<file path="src/rtl/gpio_irq_pkg.sv">
package gpio_irq_pkg;
  localparam int OFS_DATA    = 0;
  localparam int OFS_DIR     = 1;
  localparam int OFS_PAD     = 2;
  localparam int OFS_SENS_LO = 3;
  localparam int OFS_SENS_HI = 4;
  localparam int OFS_MASK    = 5;
  localparam int OFS_STAT    = 6;
  localparam int OFS_BOTH    = 7;
  localparam int OFS_SET     = 8;
  localparam int OFS_CLR     = 9;
  localparam int OFS_TGL     = 10;

  typedef enum logic [1:0] {
    SENSE_LOW  = 2'b00,
    SENSE_HIGH = 2'b01,
    SENSE_RISE = 2'b10,
    SENSE_FALL = 2'b11
  } sense_e;

  function automatic logic pin_hit(input logic cur, input logic old,
                                   input logic [1:0] code, input logic any_edge);
    logic r;
    if (any_edge) r = cur ^ old;
    else begin
      case (sense_e'(code))
        SENSE_LOW:  r = ~cur;
        SENSE_HIGH: r = cur;
        SENSE_RISE: r = cur & ~old;
        default:    r = ~cur & old;
      endcase
    end
    return r;
  endfunction
endpackage

</file>
<file path="src/rtl/gpio_sync.sv">
module gpio_sync #(
  parameter int W      = 32,
  parameter int STAGES = 2
) (
  input  logic         clk,
  input  logic         rst,
  input  logic [W-1:0] d,
  output logic [W-1:0] q
);
  logic [STAGES-1:0][W-1:0] chain;

  always_ff @(posedge clk) begin
    if (rst) chain <= '0;
    else begin
      chain[0] <= d;
      for (int k = 1; k < STAGES; k++) chain[k] <= chain[k-1];
    end
  end

  assign q = chain[STAGES-1];
endmodule

</file>
<file path="src/rtl/gpio_edge_det.sv">
module gpio_edge_det
  import gpio_irq_pkg::*;
#(
  parameter int NPINS = 32
) (
  input  logic               clk,
  input  logic               rst,
  input  logic [NPINS-1:0]   lvl,
  input  logic [2*NPINS-1:0] sens,
  input  logic [NPINS-1:0]   both,
  output logic [NPINS-1:0]   hit
);
  logic [NPINS-1:0] prev_q;

  always_ff @(posedge clk) begin
    if (rst) prev_q <= '0;
    else     prev_q <= lvl;
  end

  for (genvar i = 0; i < NPINS; i++) begin : g_pin
    assign hit[i] = pin_hit(lvl[i], prev_q[i], sens[2*i +: 2], both[i]);
  end
endmodule

</file>
<file path="src/rtl/gpio_irq_port.sv">
module gpio_irq_port
  import gpio_irq_pkg::*;
#(
  parameter int NPINS       = 32,
  parameter int ADDR_W      = 4,
  parameter int SYNC_STAGES = 2
) (
  input  logic              clk,
  input  logic              rst,
  input  logic              bus_we,
  input  logic [ADDR_W-1:0] bus_addr,
  input  logic [NPINS-1:0]  bus_wdata,
  output logic [NPINS-1:0]  bus_rdata,
  input  logic [NPINS-1:0]  pad_in,
  output logic [NPINS-1:0]  pad_out,
  output logic [NPINS-1:0]  pad_oe,
  output logic              irq
);
  localparam int SENS_W = 2 * NPINS;

  logic [NPINS-1:0]  data_q, dir_q, mask_q, both_q, stat_q, rd_q;
  logic [SENS_W-1:0] sens_q;
  logic              irq_q;
  logic [NPINS-1:0]  pad_s, hit, clr_mask, rd_next;

  logic wr_data, wr_dir, wr_slo, wr_shi, wr_mask, wr_stat, wr_both, wr_set, wr_clr, wr_tgl;
  assign wr_data = bus_we && (bus_addr == ADDR_W'(OFS_DATA));
  assign wr_dir  = bus_we && (bus_addr == ADDR_W'(OFS_DIR));
  assign wr_slo  = bus_we && (bus_addr == ADDR_W'(OFS_SENS_LO));
  assign wr_shi  = bus_we && (bus_addr == ADDR_W'(OFS_SENS_HI));
  assign wr_mask = bus_we && (bus_addr == ADDR_W'(OFS_MASK));
  assign wr_stat = bus_we && (bus_addr == ADDR_W'(OFS_STAT));
  assign wr_both = bus_we && (bus_addr == ADDR_W'(OFS_BOTH));
  assign wr_set  = bus_we && (bus_addr == ADDR_W'(OFS_SET));
  assign wr_clr  = bus_we && (bus_addr == ADDR_W'(OFS_CLR));
  assign wr_tgl  = bus_we && (bus_addr == ADDR_W'(OFS_TGL));

  gpio_sync #(.W(NPINS), .STAGES(SYNC_STAGES)) u_sync (
    .clk(clk), .rst(rst), .d(pad_in), .q(pad_s)
  );

  gpio_edge_det #(.NPINS(NPINS)) u_det (
    .clk(clk), .rst(rst), .lvl(pad_s), .sens(sens_q), .both(both_q), .hit(hit)
  );

  // Output data with direct load and atomic alias updates
  always_ff @(posedge clk) begin
    if (rst)          data_q <= '0;
    else if (wr_data) data_q <= bus_wdata;
    else if (wr_set)  data_q <= data_q | bus_wdata;
    else if (wr_clr)  data_q <= data_q & ~bus_wdata;
    else if (wr_tgl)  data_q <= data_q ^ bus_wdata;
  end

  // Plain configuration registers
  always_ff @(posedge clk) begin
    if (rst) begin
      dir_q  <= '0;
      mask_q <= '0;
      both_q <= '0;
      sens_q <= '0;
    end else begin
      if (wr_dir)  dir_q  <= bus_wdata;
      if (wr_mask) mask_q <= bus_wdata;
      if (wr_both) both_q <= bus_wdata;
      if (wr_slo)  sens_q[NPINS-1:0]      <= bus_wdata;
      if (wr_shi)  sens_q[SENS_W-1:NPINS] <= bus_wdata;
    end
  end

  // Sticky status: a new detection outranks a same-cycle clear
  assign clr_mask = wr_stat ? bus_wdata : '0;

  always_ff @(posedge clk) begin
    if (rst) stat_q <= '0;
    else     stat_q <= (stat_q & ~clr_mask) | hit;
  end

  always_ff @(posedge clk) begin
    if (rst) irq_q <= 1'b0;
    else     irq_q <= |(stat_q & mask_q);
  end

  // Registered read path
  always_comb begin
    case (bus_addr)
      ADDR_W'(OFS_DATA):    rd_next = (data_q & dir_q) | (pad_s & ~dir_q);
      ADDR_W'(OFS_DIR):     rd_next = dir_q;
      ADDR_W'(OFS_PAD):     rd_next = pad_s;
      ADDR_W'(OFS_SENS_LO): rd_next = sens_q[NPINS-1:0];
      ADDR_W'(OFS_SENS_HI): rd_next = sens_q[SENS_W-1:NPINS];
      ADDR_W'(OFS_MASK):    rd_next = mask_q;
      ADDR_W'(OFS_STAT):    rd_next = stat_q;
      ADDR_W'(OFS_BOTH):    rd_next = both_q;
      default:              rd_next = '0;
    endcase
  end

  always_ff @(posedge clk) begin
    if (rst) rd_q <= '0;
    else     rd_q <= rd_next;
  end

  assign bus_rdata = rd_q;
  assign pad_out   = data_q;
  assign pad_oe    = dir_q;
  assign irq       = irq_q;
endmodule

</file>
<file path="config.mk">
export PLATFORM = sky130hd
export DESIGN_NAME = gpio_irq_port
export DESIGN_NICKNAME = d
export VERILOG_FILES = /design/src/rtl/gpio_irq_pkg.sv /design/src/rtl/gpio_sync.sv /design/src/rtl/gpio_edge_det.sv /design/src/rtl/gpio_irq_port.sv
export SDC_FILE = /design/constraint.sdc
export NUM_CORES = 1
export LEC_CHECK = 0
export ABC_AREA = 1
export BUFFER_PORTS_ARGS = -buffer_cell sky130_fd_sc_hd__buf_2
export CAP_MARGIN = 5
export CORE_ASPECT_RATIO = 0.75
export CORE_MARGIN = 4
export CORE_UTILIZATION = 50
export DETAILED_ROUTE_END_ITERATION = 8
export GPL_ROUTABILITY_DRIVEN = 0
export HOLD_SLACK_MARGIN = 0.12
export PLACE_DENSITY = 0.67
export SLEW_MARGIN = 10
export SYNTH_ARGS = -nofsm -noshare
export SYNTH_HDL_FRONTEND = slang
export SYNTH_SLANG_ARGS = --single-unit
</file>
<file path="constraint.sdc">
create_clock -name clk -period 1.85 [get_ports clk]
set_clock_uncertainty 0.05 [all_clocks]
set_input_delay 0.37 -clock clk [delete_from_list [all_inputs] [get_ports clk]]
set_output_delay 0.37 -clock clk [all_outputs]
set_load 0.005 [all_outputs]
</file>
After elaboration in Yosys (flattened, before gate mapping)
Cells that the tools add are included.
W data, S select, Z words.
{ "totals": {"reg_bits": 353, "input_bits": 71, "out_inout_bits": 97, "word_cells": 373} }
{ "classes": {"eq_ne": 74, "n_mux": 70, "bitwise_logic": 172, "n_reduce_logical": 45} }
{ "ops": {"columns": ["cell", "count"], "rows": [
  ["$pmux W32 S8", 1],
  ["$and A32 B32 Y32", 5],
  ["$mux W32", 5],
  ["$not A32 Y32", 3],
  ["$or A32 B32 Y32", 3],
  ["$pmux W1 S3", 32],
  ["$and A1 B1 Y1", 64],
  ["$eq A2 B1 Y1 const B", 32],
  ["$eq A2 B2 Y1 const B", 32],
  ["$logic_not A2 Y1", 32],
  ["$not A1 Y1", 64],
  ["$mux W1", 32],
  ["$reduce_or A32 Y1", 1],
  ["$xor A1 B1 Y1", 32],
  ["$xor A32 B32 Y32", 1],
  ["$eq A4 B3 Y1 const B", 4],
  ["$eq A4 B4 Y1 const B", 3],
  ["$logic_and A1 B1 Y1", 10],
  ["$eq A4 B2 Y1 const B", 2],
  ["$eq A4 B1 Y1 const B", 1],
  ["$logic_not A4 Y1", 1],
  ["$reduce_bool A4 Y1", 1]
]} }

Longest topological paths before layout
Gate-level depths: netlist (run 1).
{ "depth": {"depth_word": 6, "depth_mapped": 10, "depth_no_buf": 9} }

Hierarchy
From an unflattened synthesis (run 1), not the netlist that was laid out.
{ "unflattened": {"cells_unflattened": 2716, "area_unflattened_um2": 18706.7} }
{ "by_module_without_submodules": {"columns": ["module", "instances", "cells_each", "area_per_inst_um2", "seq_area_each_um2"], "rows": [
  ["gpio_irq_port", 1, 1874, 12879.9, 5144.9],
  ["gpio_edge_det", 1, 611, 3746.1, 640.6],
  ["gpio_sync", 1, 231, 2080.7, 1281.2]
]} }

Worst setup path after synthesis (run 1)
OpenSTA, ideal clock, no wires.
{ "synth_path": {"path_kind": "input -> register", "from": "in bus_addr[3]", "to": "reg sens_q[56]", "setup_ps": 128, "t_arrival_ps": 1358, "required_ps": 1672, "setup_slack_ps": 314, "cell_stages": 7, "n_path_buf": 1, "cell_sequence": "inv_1 nand2_1 nor2_2 nand2_1 clkbuf_1 o21ai_0 a21oi_1"} }
{ "synth_between": {"elab_chain_len": 2} }
{ "synth_rtl": {"columns": ["item", "line", "rtl"], "rows": [
  ["start: declaration", "gpio_irq_port.sv:11", "input logic [ADDR_W-1:0] bus_addr,"],
  ["$eq A4 B3 Y1", "gpio_irq_port.sv:30", "assign wr_shi = bus_we && (bus_addr == ADDR_W'(OFS_SENS_HI));"],
  ["$logic_and A1 B1 Y1", "gpio_irq_port.sv:30", null],
  ["end signal: indexed assignment", "gpio_irq_port.sv:66", "if (wr_slo) sens_q[NPINS-1:0] <= bus_wdata;"],
  ["end signal: indexed assignment", "gpio_irq_port.sv:67", "if (wr_shi) sens_q[SENS_W-1:NPINS] <= bus_wdata;"],
  ["end: declaration", "gpio_irq_port.sv:22", "logic [SENS_W-1:0] sens_q;"]
]} }
No other way between the ends.
A chain may end at the register's enable or synchronous reset.

Worst setup path in the final report (run 1)
{ "layout_path": {"from": "reg data_q[20] (netlist: pad_out[20])", "to": "out pad_out[20]"} }
{ "layout_rtl": {"columns": ["item", "line", "rtl"], "rows": [
  ["start: declaration", "gpio_irq_port.sv:21", "logic [NPINS-1:0] data_q, dir_q, mask_q, both_q, stat_q, rd_q;"],
  ["start signal: assignment", "gpio_irq_port.sv:49", "else if (wr_data) data_q <= bus_wdata;"],
  ["start signal: assignment", "gpio_irq_port.sv:50", "else if (wr_set) data_q <= data_q | bus_wdata;"],
  ["start signal: assignment", "gpio_irq_port.sv:51", "else if (wr_clr) data_q <= data_q & ~bus_wdata;"],
  ["end: declaration", "gpio_irq_port.sv:15", "output logic [NPINS-1:0] pad_out,"]
]} }
No word-level cell between the ends.

==> flow_summary.toml, run 1 <==
[worst_setup_path]
crit_type = "reg -> out"
end_kind = "output pin"
slowest_delay_ns = 0.58
worst_ep_required_time_ns = 1.43
critical_path.top_delay_family = "flip-flops"
crit_chain = "buf_2"
crit_buf_inv = 1
slowest_stage = "dfxtp_1"
cp.arrival_ns = 1.30
startpoint_type = "flip-flop"
cp_max_fo = 5

[global_route]
grt_pass1_wl_mm = 97.5
antenna_found_initial = 3
grt_usage_pct = 31.0
grt_pass1_vias = 17200
grt_overflow = 0
grt_max_degree = 69

[route]
drt_iter0_drc = 2148
wire_per_inst_microns = 18.5
ant_nets = 0
vias = 18400
drc = 0
viasPerCell = 5.34
first_pass_iters = 5
wl_mm = 63.6

[sta]
hold_viol = 0
max_slew_margin_pct = 65.9
min_period_ns = 1.72
fin_crit_sh_pct = 92.9
hold_slack_ns = 0.179
fin_ws_ns = 0.132
tightestPinTransition_ns = 0.507
fmax_mhz = 582
fin_tns_setup_ns = 0
rsz0062_at_grt = "false"
drv_slew = 0
setup-violations-final = 0

[cts]
cts_made_buffers = 37
cts_buffer_depth = 3
clk_pin_slew_ns = 0.06
cts_tree = "yes"
cts_setup_buffers = 0
cts.sinks = 353
cts_root_buf = "clkbuf_16"
cts_max_level = 2
insertion_delay_ns = 0.54

[logic_synthesis]
yosys_warnings = 0
ys_top_cells_by_area = "dfxtp_1, nand2_1, ha_1, inv_1, o21ai_0"
synthArstFlopShare_pct = 0
ys_seq_area_share_pct = 38.7
synth_cell_types = 15
synth_nets = 2943
synth_area_sq_um = 18200
synth_edf_count = 0
yosysMostFrequentCell = "nand2_1"
synth_top_area_share_pct = 38.7
syn_avg_cell_area_sq_um = 6.65
synth_common_cells = "nand2_1, inv_1, dfxtp_1"
ys_ff_latch = 353
synthCells = 2744
synth_top_area_cell = "dfxtp_1"
synth-main-ff-cell = "dfxtp_1"

[die]
core-area_sq_um = 36000
start_util_pct = 50.7
die_x_microns = 229
ios = 168
die_y_microns = 173
die-area_sq_um = 39600
std_cell_rows = 60

[worst_hold_path]
worst_hold_path_type = "in -> reg"

[power]
power.density_nw_per_um2 = 796
power.total_mw = 17.3
p_leak_nw = 10.2
ir_drop_uv = 555

[cells_and_area]
nets = 3148
area_growth_pct = 19.2
drive_gt1_share_pct = 12.3
n_antenna_cell = 0

[placement]
portBuffers = 167
dpl.hpwl_mm = 45.4
place_ws_ns = -0.0503

[job]
maxCapViolCount = 0

[outcome]
status = "finished, final reports clean"
-- power by group --
| group | internal [mW] | total [mW] | switching [mW] |
|---|---|---|---|
| sequential | 7.86 | 8.09 | 0.223 |
| clock | 4.28 | 7.42 | 3.14 |
| combinational | 0.643 | 1.81 | 1.16 |
-- cell families (layout without fill, tap and decap cells) --
family,Yosys count,in the layout,share of synthesized area [%]
DFF,353,353,38.7
AOI/OAI and AO/OA,506,506,14.3
adders and majority gates,128,128,8.78
buffers and inverters,555,786,11.6
and+or+nand+nor,1202,1202,26.5
-- area by class of cell --
type	count	area, sq um
Sequential cell	353	7070
Multi-Input combinational cell	1836	9080
Clock inverter	11	86.3
Inverter	426	1600
Timing Repair Buffer	295	2220
Fill cell	3381	14200
Clock buffer	54	1100
Tap cell	465	582
-- flip-flops by register name, summed over array words and instances, names as in the netlist --
signal,flops
sens_q,64
pad_oe,32
stat_q,32
pad_out,32
mask_q,32
irq,1
bus_rdata,32
u_sync.chain,32
u_sync.q,32
u_det.prev_q,32
both_q,32
-- final timing paths --
path | startpoint | endpoint | cells past startpoint | slack [ns]
worst min register to register | u_sync.chain[5]$_SDFF_PP0_ | u_sync.q[5]$_SDFF_PP0_ | 2 | 0.34
worst max-delay path | pad_out[20]$_SDFFE_PP0P_ | pad_out[20] | 1 | 0.13
worst min-delay path | bus_wdata[31] | mask_q[31]$_SDFFE_PP0P_ | 3 | 0.18
worst max register to register | u_sync.q[19]$_SDFF_PP0_ | stat_q[19]$_SDFF_PP0_ | 6 | 0.25
-- layout by cell type, fill, tap and decap left out --
cell type | synthesis | layout
o21ai_0 | 249 | 249
nor2_4 | 0 | 2
clkinv_2 | 0 | 8
buf_12 | 0 | 27
inv_1 | 424 | 423
bufinv_16 | 0 | 1
nor2_2 | 2 | 6
buf_4 | 0 | 68
clkbuf_16 | 0 | 39
nand3_1 | 190 | 190
dlygate4sd3_1 | 0 | 33
o211ai_1 | 32 | 32
buf_6 | 0 | 1
dfxtp_1 | 353 | 353
nor2_1 | 191 | 185
nand2_2 | 0 | 4
or2_2 | 32 | 32
inv_4 | 0 | 1
ha_1 | 128 | 128
clkinvlp_4 | 0 | 1
buf_2 | 31 | 166
inv_6 | 0 | 1
clkbuf_1 | 94 | 8
a21oi_1 | 225 | 225
inv_2 | 2 | 2
nand2_1 | 787 | 783
clkbuf_8 | 0 | 7
-- per-layer routing --
| metal | wire (microns) | track usage (%) | vias up |
|---|---|---|---|
| met1 | 28100 | 45.4 | 8343 |
| met3 | 8270 | 8.66 | 116 |
| met2 | 25600 | 44.4 | 951 |
| met5 | 0 | 0 | - |
| met4 | 1600 | 8.72 | 0 |
| li1 | - | - | 8963 |
-- what timing repair did --
| action | 4_1_cts | 5_1_grt |
|---|---|---|
| resized for setup | 0 | 0 |
| hold buffers | 33 | 0 |
| hold endpoints to repair | 41 | 0 |
-- metrics by stage --
stage                     std cells  area, sq um  utilization (%)
after floorplan                2744        18200                -
after CTS                      3440        21700             60.5
after global routing           3440        21700             60.5
after global placement         3342        20200             56.2
final                          3440        21700             60.5
after detailed placement       3342        20200             56.2
Power figures use the tool's default switching activity.
==> run 2: changes to the inputs <==
--- a/config.mk
+++ b/config.mk
@@ -18,4 +18,5 @@
 export SLEW_MARGIN = 10
 export SYNTH_ARGS = -nofsm -noshare
 export SYNTH_HDL_FRONTEND = slang
+export SYNTH_HIERARCHICAL = 1
 export SYNTH_SLANG_ARGS = --single-unit
==> run 2 against run 1 <==
Compared with the run above:
- first-iteration DRC count down 7.2%
- register-to-register slack better by 0.07 ns
- critical path depth is the same
- non-clock buffer count is 9 lower
- global-route usage fell by 1.0 points
- clock power grew 4.6%
- combinational power grew 4%
- routed wire length is 1.0% lower
- sequential share of layout area is 0.47 points lower
- maximum frequency rose by 2.1%
- via count increased by 1.9%
- final area grew 1.5%
- critical endpoint is now pad_out[18]
- largest cell class unchanged
- largest power group unchanged
- highest routed layer unchanged
==> flow_summary.toml, run 2 <==
[outcome]
status = "finished, final reports clean"

[worst_setup_path]
cp.arrival_ns = 1.26
critical_path.top_delay_family = "flip-flops"
crit_chain = "buf_2"
slowest_stage = "dfxtp_1"
crit_type = "reg -> out"
crit_buf_inv = 1
end_kind = "output pin"
slowest_delay_ns = 0.50
worst_ep_required_time_ns = 1.43
startpoint_type = "flip-flop"
cp_max_fo = 5

[die]
std_cell_rows = 61
die_x_microns = 231
die_y_microns = 176
die-area_sq_um = 40600
start_util_pct = 50.5
ios = 168
core-area_sq_um = 37000

[route]
ant_nets = 0
first_pass_iters = 7
vias = 18700
wire_per_inst_microns = 18.4
viasPerCell = 5.49
drc = 0
wl_mm = 62.9
drt_iter0_drc = 1993

[global_route]
grt_pass1_wl_mm = 96.7
grt_pass1_vias = 17700
antenna_found_initial = 0
grt_max_degree = 55
grt_usage_pct = 30.0
grt_overflow = 0

[cells_and_area]
nets = 3079
mostFrequentLayoutCells = "inv_1, nand2_1, dfxtp_1, a21oi_1, nor2_1"
largest_reg_flops = 64
layout_commonest_cell = "inv_1"
area_growth_pct = 17.9
post-route-cell-area_sq_um = 22100
drive_gt1_share_pct = 12.2
top_register = "sens_q"
final_util_pct = 59.6

[cts]
insertion_delay_ns = 0.54
postCtsHoldBufs = 42
cts.sinks = 353
post_cts_resized = 0
cts_tree = "yes"
clk_pin_slew_ns = 0.06
cts_root_buf = "clkbuf_16"
cts_max_level = 2
cts_setup_buffers = 0
cts_made_buffers = 39
cts_buffer_depth = 3

[logic_synthesis]
yosysMostFrequentCell = "inv_1"
synth_top_area_cell = "dfxtp_1"
syn_avg_cell_area_sq_um = 6.89
synth_edf_count = 0
synthCells = 2716
synth_top_area_share_pct = 37.8
synth_common_cells = "inv_1, nand2_1, dfxtp_1"
synth_nets = 2915
synth_cell_types = 21
ys_ff_latch = 353
ys_seq_area_share_pct = 37.8
synth_area_sq_um = 18700
ys_top_cells_by_area = "dfxtp_1, inv_1, ha_1, a21oi_1, nand2_1"
synth-main-ff-cell = "dfxtp_1"
yosys_warnings = 6
synthArstFlopShare_pct = 0

[sta]
setup-violations-final = 0
fin_crit_sh_pct = 91.0
fin_ws_ns = 0.167
tightestPinTransition_ns = 0.580
rsz0062_at_grt = "false"
fin_tns_setup_ns = 0
drv_slew = 0
min_period_ns = 1.68
fmax_mhz = 594
max_slew_margin_pct = 61.3
hold_viol = 0

[placement]
dpl.hpwl_mm = 43.3
place_area_sq_um = 20400
portBuffers = 167
place_ws_ns = 0.0498

[power]
ir_drop_uv = 534
power.total_mw = 17.8
power.density_nw_per_um2 = 806
p_leak_nw = 10.3

[worst_hold_path]
worst_hold_path_type = "in -> reg"

[job]
maxCapViolCount = 0
## run 2: changes by cell type after synthesis, sizes merged, moves of 36 or more
cell   change
nand2    -382
nor2     +105
a21oi     +86
nand3     +48
inv       +43
o22ai     +37
buf       +36
## run 2: power breakdown
group,total [mW],switching [mW],internal (mW)
clock network,7.76,3.17,4.59
registers,8.13,0.255,7.88
logic,1.89,1.19,0.708
## run 2: metal layers
layer	share of wire, %	track usage, %	vias up
met5	0	0	-
met4	4.0	11.7	0
met3	11	7.33	163
met2	43	46.1	910
met1	42	40.7	8709
li1	-	-	8945
## run 2: final timing paths
kind                               from  slack [ns]  cells past startpoint                      end
min                       bus_wdata[27]        0.13                      3  sens_q[27]$_SDFFE_PP0P_
max reg2reg     u_sync/q[17]$_SDFF_PP0_        0.32                      7    stat_q[17]$_SDFF_PP0_
min reg2reg  u_sync/chain[1]$_SDFF_PP0_        0.35                      2   u_sync/q[1]$_SDFF_PP0_
max            pad_out[18]$_SDFFE_PP0P_        0.17                      1              pad_out[18]
## run 2: cells by family after synthesis
family | share of synthesized area (%)
buffers and inverters | 13.9
adder cells (fa/ha/maj) | 8.56
AO/OA/AOI/OAI | 19.0
AND/OR/NAND/NOR | 20.8
flip-flops | 37.8
## run 2: layout make-up
class	count	area [sq um]
inverters	469	1760
diodes	1	2.50
clock buffers	64	1210
well taps	504	631
flip-flops and latches	353	7070
repair buffers	286	2240
clock inverters	6	58.8
fillers	3408	15000
multi-input cells	1731	9090
## run 2: stage by stage
stage	hold slack, ns	cells
floorplan	0.338	2716
global placement	0.340	3301
detailed placement	0.343	3301
CTS	0.121	3413
global route	0.140	3413
finish	0.133	3414
==> run 3: changes to the inputs <==
--- a/config.mk
+++ b/config.mk
@@ -5,7 +5,6 @@
 export SDC_FILE = /design/constraint.sdc
 export NUM_CORES = 1
 export LEC_CHECK = 0
-export ABC_AREA = 1
 export BUFFER_PORTS_ARGS = -buffer_cell sky130_fd_sc_hd__buf_2
 export CAP_MARGIN = 5
 export CORE_ASPECT_RATIO = 0.75
==> run 3 against run 2 <==
Compared with the run above:
- clock-buffer cell count fell by 11
- final cell count fell by 13%
- clock power rose by 4.6%
- die area fell by 0.15%
- synthesized area fell by 0.16%
- final area rose by 1.6%
- setup slack got worse by 0.026 ns
- routed wire length rose by 8.5%
- largest power group unchanged
- highest routed layer unchanged
==> flow_summary.toml, run 3 <==
[route]
ant_nets = 0
vias = 17700
wire_per_inst_microns = 22.9
first_pass_iters = 7
wl_mm = 68.3
viasPerCell = 5.94
drt_iter0_drc = 2528
drc = 0

[global_route]
busiest_layer = "met2"
grt_pass1_vias = 16700
grt_overflow = 0
globalRouteMet1Util_pct = 46.2
grt_max_degree = 130
grt_util_met2_pct = 46.2
antenna_found_initial = 0
grt_pass1_wl_mm = 102
use_met3_pct = 9.63
grt_usage_pct = 32.5

[worst_setup_path]
reg2reg_depth = 7
worst_ep_required_time_ns = 2.18
startpoint_type = "flip-flop"
rr_startpoint = "u_sync/q[8]$_SDFF_PP0_"
crit_chain = "inv_1, ha_1, mux2_1, nand2_1, a22oi_2, a21oi_1, nor2_1"
slowest_stage = "dfxtp_1"
r2r_slack_ns = 0.14
crit_start = "u_sync/q[8]$_SDFF_PP0_"
cp.arrival_ns = 2.04
end_kind = "flip-flop"
crit_type = "reg -> reg"
slowest_delay_ns = 0.56
r2r-end = "stat_q[8]$_SDFF_PP0_"
cp_max_fo = 5

[sta]
hold_slack_ns = 0.148
fin_tns_setup_ns = 0
fin_crit_sh_pct = 92.4
drv_slew = 0
max_slew_margin_pct = 55.5
min_period_ns = 1.71
rsz0062_at_grt = "false"
setup-violations-final = 0
fmax_mhz = 585
hold_viol = 0
tightestPinTransition_ns = 0.668

[cts]
cts_made_buffers = 39
cts_max_level = 2
postCtsHoldBufs = 37
cts_root_buf = "clkbuf_16"
post_cts_resized = 0
cts_tree = "yes"
cts_buffer_depth = 3
clk_pin_slew_ns = 0.06
insertion_delay_ns = 0.55
cts.sinks = 353
cts_setup_buffers = 0

[power]
p_sw_mw = 4.83
p_leak_nw = 8.88
pwr-share-comb_pct = 11.7
p_clk_share_pct = 44.1
power.density_nw_per_um2 = 821
ir_drop_uv = 528
p_seq_share_pct = 44.2
intPower_mw = 13.6
switching_share_pct = 26.2
power.total_mw = 18.4

[logic_synthesis]
ys_top_cells_by_area = "dfxtp_1, ha_1, nand2_1, a21oi_1, mux2i_1"
synth_cell_types = 61
synthCells = 2247
synth_common_cells = "nand2_1, dfxtp_1, a21oi_1"
syn_avg_cell_area_sq_um = 8.31
ys_seq_area_share_pct = 37.8
synth_top_area_cell = "dfxtp_1"
synth_edf_count = 0
synth_nets = 2446
synth-main-ff-cell = "dfxtp_1"
yosysMostFrequentCell = "nand2_1"
synthArstFlopShare_pct = 0
synth_top_area_share_pct = 37.8
synth_area_sq_um = 18700
ys_ff_latch = 353
yosys_warnings = 6

[cells_and_area]
mostFrequentLayoutCells = "nand2_1, dfxtp_1, a21oi_1, buf_2, inv_1"
largest_reg_flops = 64
layout_commonest_cell = "nand2_1"
top_register = "sens_q"
drive_gt1_share_pct = 21.0
area_growth_pct = 20.0
nets = 2651
final_util_pct = 60.7
final_cells = 2986

[die]
core-area_sq_um = 36900
die_y_microns = 175
std_cell_rows = 61
die-area_sq_um = 40500
start_util_pct = 50.6
die_x_microns = 231
ios = 168

[placement]
dpl.hpwl_mm = 49.0
portBuffers = 167
dp.cells = 2878

[worst_hold_path]
min_path_cells = 3
worst_hold_path_type = "in -> reg"
whs_endpoint = "pad_oe[22]$_SDFFE_PP0P_"
min_from = "bus_wdata[22]"

[outcome]
status = "finished, final reports clean"

[job]
maxCapViolCount = 0
==> run 3: changes by cell type after synthesis, sizes merged, moves of 55 or more <==
cell,previous run,this run
nand3,238,38
mux2i,0,64
o21ai,281,23
a22oi,0,55
inv,469,164
nor2,298,98
nor2b,0,79
==> run 3: worst max-delay path by stage <==
stage	end	cells past startpoint
finish	stat_q[8]$_SDFF_PP0_	7
global route	stat_q[18]$_SDFF_PP0_	7
CTS	pad_out[6]	1
detailed placement	pad_out[8]$_SDFFE_PP0P_	6
global placement	bus_rdata[20]$_SDFF_PP0_	7
floorplan	bus_rdata[7]$_SDFF_PP0_	6
==> run 3: critical path, delay by kind of cell (launching register included) <==
family	cells	cell delay [ns]
flip-flops	1	0.56
multiplexers	1	0.30
adder cells (fa/ha/maj)	1	0.22
AO/OA/AOI/OAI	2	0.18
AND/OR/NAND/NOR	2	0.14
buffers and inverters	1	0.12
==> run 3: area by class of cell <==
type | instances | area, sq um
sequential | 353 | 7070
inverter | 164 | 616
antenna | 1 | 2.50
multi-input combinational | 1520 | 9940
timing repair buffer | 374 | 2830
clock inverter | 17 | 176
clock buffer | 53 | 1150
fill | 3281 | 14500
tap | 504 | 631
==> run 3: through the flow <==
stage          area, sq um  setup WS (ns)
6_report             22400          0.141
5_1_grt              22400         0.0285
4_1_cts              22400          0.169
3_5_place_dp         20700         -0.189
3_3_place_gp         20700         -0.156
2_1_floorplan        18700         0.0591
==> run 3: cells by family (layout without fill, tap and decap cells) <==
logic type | after synthesis | after routing | share of synthesized area, %
AO/OA/AOI/OAI | 534 | 534 | 19.0
XOR/XNOR | 32 | 32 | 1.50
adder cells (fa/ha/maj) | 129 | 129 | 8.64
buffers and inverters | 374 | 608 | 9.07
flip-flops | 353 | 353 | 37.8
multiplexers | 110 | 110 | 6.20
other | 0 | 1 | 0
AND/OR/NAND/NOR | 715 | 715 | 17.8
==> run 3: power groups by stage <==
stage / clock network [mW] / registers, mW / logic, mW
final: 8.12 / 8.13 / 2.15
after global routing: 8.52 / 8.14 / 2.30
after CTS: 8.18 / 8.11 / 2.09
after detailed placement: 0 / 8.28 / 2.02
after global placement: 0 / 8.27 / 1.96
after floorplan: 0 / 8.13 / 1.27
==> run 3: routing by layer <==
metal,vias to the layer above,routed length (microns),part of all wire [%]
li1,7967,-,-
met1,8402,28300,41
met5,-,0,0
met2,1168,27800,41
met4,0,2850,4.2
met3,191,9280,14
